File: src/rtl/lsib_pkg.sv
package lsib_pkg;

    typedef enum logic [1:0] {
        ACT_KEEP  = 2'd0,
        ACT_OPEN  = 2'd1,
        ACT_CLOSE = 2'd2,
        ACT_LOCK  = 2'd3
    } upd_act_e;

    typedef struct packed {
        logic is_open;
        logic locked;
    } sw_state_t;

    localparam sw_state_t SW_RESET = '{is_open: 1'b0, locked: 1'b0};

    // Decide the update action; a trip or an existing lockout dominates.
    function automatic upd_act_e pick_action(
        input logic trip,
        input logic locked,
        input logic cell_bit,
        input logic key_ok
    );
        upd_act_e act;
        if (trip || locked)       act = ACT_LOCK;
        else if (!cell_bit)       act = ACT_CLOSE;
        else if (key_ok)          act = ACT_OPEN;
        else                      act = ACT_KEEP;
        return act;
    endfunction

endpackage

File: src/rtl/lsib_shift_stage.sv
module lsib_shift_stage (
    input  logic clk,
    input  logic rst,
    input  logic capture_en,
    input  logic shift_en,
    input  logic scan_in,
    input  logic cap_val,
    output logic cell_bit
);
    always_ff @(posedge clk) begin
        if (rst)             cell_bit <= 1'b0;
        else if (capture_en) cell_bit <= cap_val;
        else if (shift_en)   cell_bit <= scan_in;
    end
endmodule

File: src/rtl/lsib_key_cmp.sv
module lsib_key_cmp #(
    parameter int                KEY_W   = 8,
    parameter logic [KEY_W-1:0]  KEY_VAL = 8'hA5
) (
    input  logic [KEY_W-1:0] key_upd,
    output logic             key_ok
);
    logic [KEY_W-1:0] bit_hit;

    for (genvar i = 0; i < KEY_W; i++) begin : g_bit
        assign bit_hit[i] = ~(key_upd[i] ^ KEY_VAL[i]);
    end

    assign key_ok = &bit_hit;
endmodule

File: src/rtl/lsib_lock_ctrl.sv
module lsib_lock_ctrl
    import lsib_pkg::*;
#(
    parameter int TRAP_W = 1
) (
    input  logic              clk,
    input  logic              rst,
    input  logic              update_en,
    input  logic              cell_bit,
    input  logic              key_ok,
    input  logic [TRAP_W-1:0] trap_upd,
    output sw_state_t         state
);
    localparam logic [TRAP_W-1:0] TRAP_SAFE = '0;

    logic     trip;
    upd_act_e act;

    assign trip = (trap_upd != TRAP_SAFE);
    assign act  = pick_action(trip, state.locked, cell_bit, key_ok);

    always_ff @(posedge clk) begin
        if (rst) begin
            state <= SW_RESET;
        end else if (update_en) begin
            unique case (act)
                ACT_LOCK:  state <= '{is_open: 1'b0, locked: 1'b1};
                ACT_OPEN:  state.is_open <= 1'b1;
                ACT_CLOSE: state.is_open <= 1'b0;
                default:   state <= state;
            endcase
        end
    end
endmodule

File: src/rtl/lsib_cell.sv
module lsib_cell
    import lsib_pkg::*;
#(
    parameter int                KEY_W   = 8,
    parameter logic [KEY_W-1:0]  KEY_VAL = 8'hA5,
    parameter int                TRAP_W  = 1
) (
    input  logic              clk,
    input  logic              rst,
    input  logic              capture_en,
    input  logic              shift_en,
    input  logic              update_en,
    input  logic              scan_in,
    input  logic              seg_return,
    input  logic [KEY_W-1:0]  key_upd,
    input  logic [TRAP_W-1:0] trap_upd,
    output logic              seg_si,
    output logic              seg_open,
    output logic              scan_out
);
    logic      cell_bit;
    logic      key_ok;
    logic      trapped_q;
    sw_state_t sw;

    lsib_shift_stage u_stage (
        .clk        (clk),
        .rst        (rst),
        .capture_en (capture_en),
        .shift_en   (shift_en),
        .scan_in    (scan_in),
        .cap_val    (sw.is_open),
        .cell_bit   (cell_bit)
    );

    lsib_key_cmp #(.KEY_W(KEY_W), .KEY_VAL(KEY_VAL)) u_key (
        .key_upd (key_upd),
        .key_ok  (key_ok)
    );

    lsib_lock_ctrl #(.TRAP_W(TRAP_W)) u_lock (
        .clk       (clk),
        .rst       (rst),
        .update_en (update_en),
        .cell_bit  (cell_bit),
        .key_ok    (key_ok),
        .trap_upd  (trap_upd),
        .state     (sw)
    );

    assign trapped_q = sw.locked;
    assign seg_open  = sw.is_open;
    assign seg_si    = cell_bit;
    assign scan_out  = sw.is_open ? seg_return : cell_bit;
endmodule

File: config.mk
export PLATFORM = sky130hd
export DESIGN_NAME = lsib_cell
export DESIGN_NICKNAME = d
export VERILOG_FILES = /design/src/rtl/lsib_pkg.sv /design/src/rtl/lsib_shift_stage.sv /design/src/rtl/lsib_key_cmp.sv /design/src/rtl/lsib_lock_ctrl.sv /design/src/rtl/lsib_cell.sv
export SDC_FILE = /design/constraint.sdc
export NUM_CORES = 1
export LEC_CHECK = 0
export ABC_AREA = 0
export BUFFER_PORTS_ARGS = -buffer_cell sky130_fd_sc_hd__buf_4
export CORE_AREA = 5 5 42 44
export DETAILED_ROUTE_END_ITERATION = 8
export DIE_AREA = 0 0 47 49
export PLACE_DENSITY_LB_ADDON = 0.12
export SYNTH_ARGS = -nofsm -noshare
export SYNTH_HDL_FRONTEND = slang
export SYNTH_SLANG_ARGS = --single-unit
export TNS_END_PERCENT = 30
File: constraint.sdc
create_clock -name clk -period 0.8 [get_ports clk]
set_input_delay 0.08 -clock clk [delete_from_list [all_inputs] [get_ports clk]]
set_output_delay 0.08 -clock clk [all_outputs]
set_load 0.005 [all_outputs]
== After elaboration in Yosys (flattened, before gate mapping) ==
Index checks and enable logic that the tools add are counted.

* Output and inout bits: 3
* Input port bits: 16
* Register bits after elaboration: 3

* Mux-type cells: 7
* Reductions and logical operators: 7
* Bitwise operators: 4
* Equality and inequality tests: 3

{| class="wikitable"
|+ Operator list
! cell !! number
|-
| AND reduction 8 bit || 1
|-
| == test 2 bit (second input constant) || 2
|-
| two-way mux 1 bit || 4
|-
| two-way mux 2 bit || 2
|-
| inverter 1 bit || 4
|-
| AND reduction 2 bit || 2
|-
| nonzero test 2 bit || 2
|-
| == test 2 x 1 -> 1 bit (second input constant) || 1
|-
| case mux 1 bit (2 select lines) || 1
|-
| OR reduction 2 bit || 1
|-
| logical OR 1 bit || 1
|}

== Depth between registers and ports, before layout ==
* Depth in word-level cells: 9
* Mapped depth: 3
* Depth with buffers taken out: 3

== Modules after synthesis ==
From an unflattened synthesis, not the netlist that was laid out.

* Cell total of the unflattened synthesis: 16
* Area, all modules: 165.2 um^2

{| class="wikitable"
|+ By module, submodules not included
! module !! times used !! area an instance (um^2) !! cells an instance !! seq. area each (um^2)
|-
| lsib_lock_ctrl || 1 || 70.1 || 7 || 40.0
|-
| lsib_shift_stage || 1 || 52.6 || 5 || 20.0
|-
| lsib_key_cmp || 1 || 27.5 || 3 || 0.0
|-
| lsib_cell || 1 || 15.0 || 1 || 0.0
|}

== Worst setup path before layout ==
Ideal clock, no wire load.

* Path type: reg2reg
* Start point: register u_stage.cell_bit (netlist name)
* End point: register u_stage.cell_bit
* Clock period less this slack: 834 ps
* Data required time: 686 ps
* Library setup time: 114 ps
* Path slack: -34 ps
* Buffers on the path: 0
* Stages on the path, launching flop included: 4
* Arrival: 719 ps
* Cell sequence: dfxtp_1 > mux2_2 > mux2i_1 > nor2_1

{| class="wikitable"
|+ RTL lines
! what !! line !! text
|-
| end signal, assigned || lsib_shift_stage.sv:12 || <nowiki>else if (capture_en) cell_bit <= cap_val;</nowiki>
|-
| end signal, assigned || lsib_shift_stage.sv:13 || <nowiki>else if (shift_en) cell_bit <= scan_in;</nowiki>
|-
| end, declared || lsib_shift_stage.sv:8 || <nowiki>output logic cell_bit</nowiki>
|}

== Worst setup path after layout ==
* Start point: register u_lock.state[1] (netlist bit)
* End point: output scan_out

* Cells in the longest elaborated chain, start to end: 1

{| class="wikitable"
|+ RTL lines
! what !! line !! text
|-
| start, declared || lsib_lock_ctrl.sv:12 || <nowiki>output sw_state_t state</nowiki>
|-
| start signal, assigned || lsib_lock_ctrl.sv:27 || <nowiki>ACT_LOCK: state <= '{is_open: 1'b0, locked: 1'b1};</nowiki>
|-
| start signal, assigned || lsib_lock_ctrl.sv:30 || <nowiki>default: state <= state;</nowiki>
|-
| two-way mux 1 bit || lsib_cell.sv:54 || <nowiki>assign scan_out = sw.is_open ? seg_return : cell_bit;</nowiki>
|-
| end, declared || lsib_cell.sv:19 || <nowiki>output logic scan_out</nowiki>
|}

Every way passes these cells.

==> impl_metrics.toml <==
[placed_design]
gp_congestion = 0.6609
hpwlAfterDp_microns = 491.9
io_buffer_count = 18
dp.cells = 51
place_area_sq_um = 324.1
dp_slack_ns = -0.1173

[final_layout]
final_common_cell = "buf_4"
antenna_cells = 0
final_cell_count_no_fill = 55
nets = 56
final_util_pct = 26.70
fin_area_sq_um = 374.1
drive_gt1_share_pct = 74.36
area_growth_syn_to_layout_pct = 145.1
mostFrequentLayoutCells = "buf_4 (17), nor2_1 (3), clkbuf_4 (3), buf_6 (3), dfxtp_2 (2)"

[floorplan]
fp.dieW_microns = 47
rows = 14
pin_count = 19
die_area_sq_um = 2303
start_util_pct = 10.89
die_h_microns = 49
core_area_sq_um = 1401

[pwr]
internal_power_uw = 411.3
clock_power_share_pct = 50.8
peakVddDrop_mv = 0.3174
switching_power_uw = 102.0
p_per_area_nw_per_um2 = 1372
swShare_pct = 19.87
total_power_uw = 513.2
seqPwrFrac_pct = 31.0
combPwrFrac_pct = 18.2
leakagePower_nw = 0.1771

[route]
ant_nets = 0
wl_microns = 549
via_count = 217
drt-pass1-iter-count = 1
wire_per_inst_microns = 9.982
drc = 0
vias_per_cell = 3.945
drtIter0Drc = 0

[clocking]
cts_sinks = 3
numCtsBuffers = 3
worstSkewPairLatency_ns = 0.23
cts_tree = "done"
cts.clk_slew.worst_paths_ns = 0.04
htree_levels = 1
ctsHoldBuffers = 0
ctsRootBufferMaster = "clkbuf_4"
postCtsSetupRepairBufs = 0
clockBufferDepth = 2

[sta]
setup-tns-final_ns = -0.4424
fin_skew_ns = 0.0003933
final-setup-viol-count = 4
min_period_over_period_pct = 131.1
slew_headroom_pct = 84.17
fin_crit_ns = 1.048
fmax_mhz = 953.8
hold_ws_ns = 0.02232
layout_setup_ws_ns = -0.2484
rsz0062_at_grt = "true"
slew_violations = 0
tightest_slew_ns = 0.2369
hold_viol = 0

[global_routing]
grt_pass1_wl_microns = 952
grt_antenna_before_repair = 0
gr-total-overflow = 0
grt_max_degree = 4
grt_usage_pct = 6.044
grt_pass1_vias = 260

[yosys]
postSynthCellCount = 15
synth_warnings = 0
synth.area.top_cells = "dfxtp_1 (39%), mux2_2 (15%), nor4b_2 (9.8%)"
netlist.top_cell.by_area = "dfxtp_1"
netlist_area_sq_um = 152.6
synth-seq-cells = 3
synthDistinctLibCells = 10
avgSynthCellArea_sq_um = 10.18
ys_seq_area_share_pct = 39.34
synthesis.nets = 31
synthDominantCellAreaShare_pct = 39.34

[setup_path]
crit_chain = "mux2_4 > buf_6"
required_ns = 0.72
critPathKind = "reg -> out"
critPathMaxStageDelay_ns = 0.33
critPathTopFamily = "flip-flops"
worstSetupEndpointType = "output port"
cp.arrival_ns = 0.97
crit_path_top_delay_cell = "dfxtp_2"
critical_path_buf_inv_count = 1
crit_path_start_kind = "register"
cp_max_fo = 2

[job]
drv_cap = 0

[run_status]
status = "finished, violations left"
violations = "negative setup slack"

[worst_hold_path]
hold_path_class = "in -> reg"
==> cell families (layout without fill, tap and decap cells) <==
family          count (synthesis)  count (layout)  share of synthesized area (%)
simple gates                    6               6                          25.41
compound gates                  3               3                          13.93
mux                             3               3                          21.31
flops                           3               3                          39.35
buf+inv                         0              24                              0
==> worst register-to-register path: cells and delay by family, from the launching register on <==
family / cells / cell delay [ns]
DFF: 1 / 0.32
muxes: 2 / 0.38
and+or+nand+nor: 1 / 0.05
==> layout make-up <==
type,count,area [sq um]
tap,16,20.02
multi-input combinational,12,103.9
fill,174,1027
sequential,3,62.56
timing repair buffer,20,161.4
clock buffer,4,26.28
==> synth_stat cells <==
cell,number
a211oi_1,1
a21oi_1,1
a41oi_1,1
and3b_1,1
dfxtp_1,3
mux2_2,2
mux2i_1,1
nand2_1,1
nor2_1,3
nor4b_2,1
==> final timing paths <==
| check | startpoint | to | slack, ns | depth (start not counted) |
|---|---|---|---|---|
| worst max register to register | u_stage.cell_bit | u_stage.cell_bit | -0.06 | 3 |
| worst max-delay path | u_lock.state[1] | scan_out | -0.25 | 2 |
| worst min register to register | u_lock.state[0] | u_lock.state[0] | 0.47 | 2 |
| worst min-delay path | rst | u_stage.cell_bit | 0.02 | 2 |
==> routing by layer <==
metal  track usage, %  wire length (microns)  up-vias
li1                 -                      -      105
met5                0                      0        -
met4            6.912                      0        0
met2            7.240                    266       16
met1            7.205                    199       96
met3            2.214                     83        0
==> timing repair <==
action	4_1_cts	5_1_grt
pin swaps	0	1
hold endpoints to repair	0	0
setup endpoints to repair	5	5
gates resized for setup	6	0
==> sequential cells by signal, summed over array words and instances (netlist names) <==
name              count
u_lock.state          2
u_stage.cell_bit      1
==> power groups by stage <==
| stage | Sequential (mW) | Combinational (mW) | Clock [mW] |
|---|---|---|---|
| after floorplan | 0.161 | 0.0184 | 0 |
| after CTS | 0.159 | 0.0953 | 0.273 |
| after detailed placement | 0.161 | 0.0887 | 0 |
| after global placement | 0.161 | 0.0868 | 0 |
| after global routing | 0.160 | 0.103 | 0.284 |
| final | 0.159 | 0.0932 | 0.261 |
No activity file was read; power rests on OpenSTA's default activity.
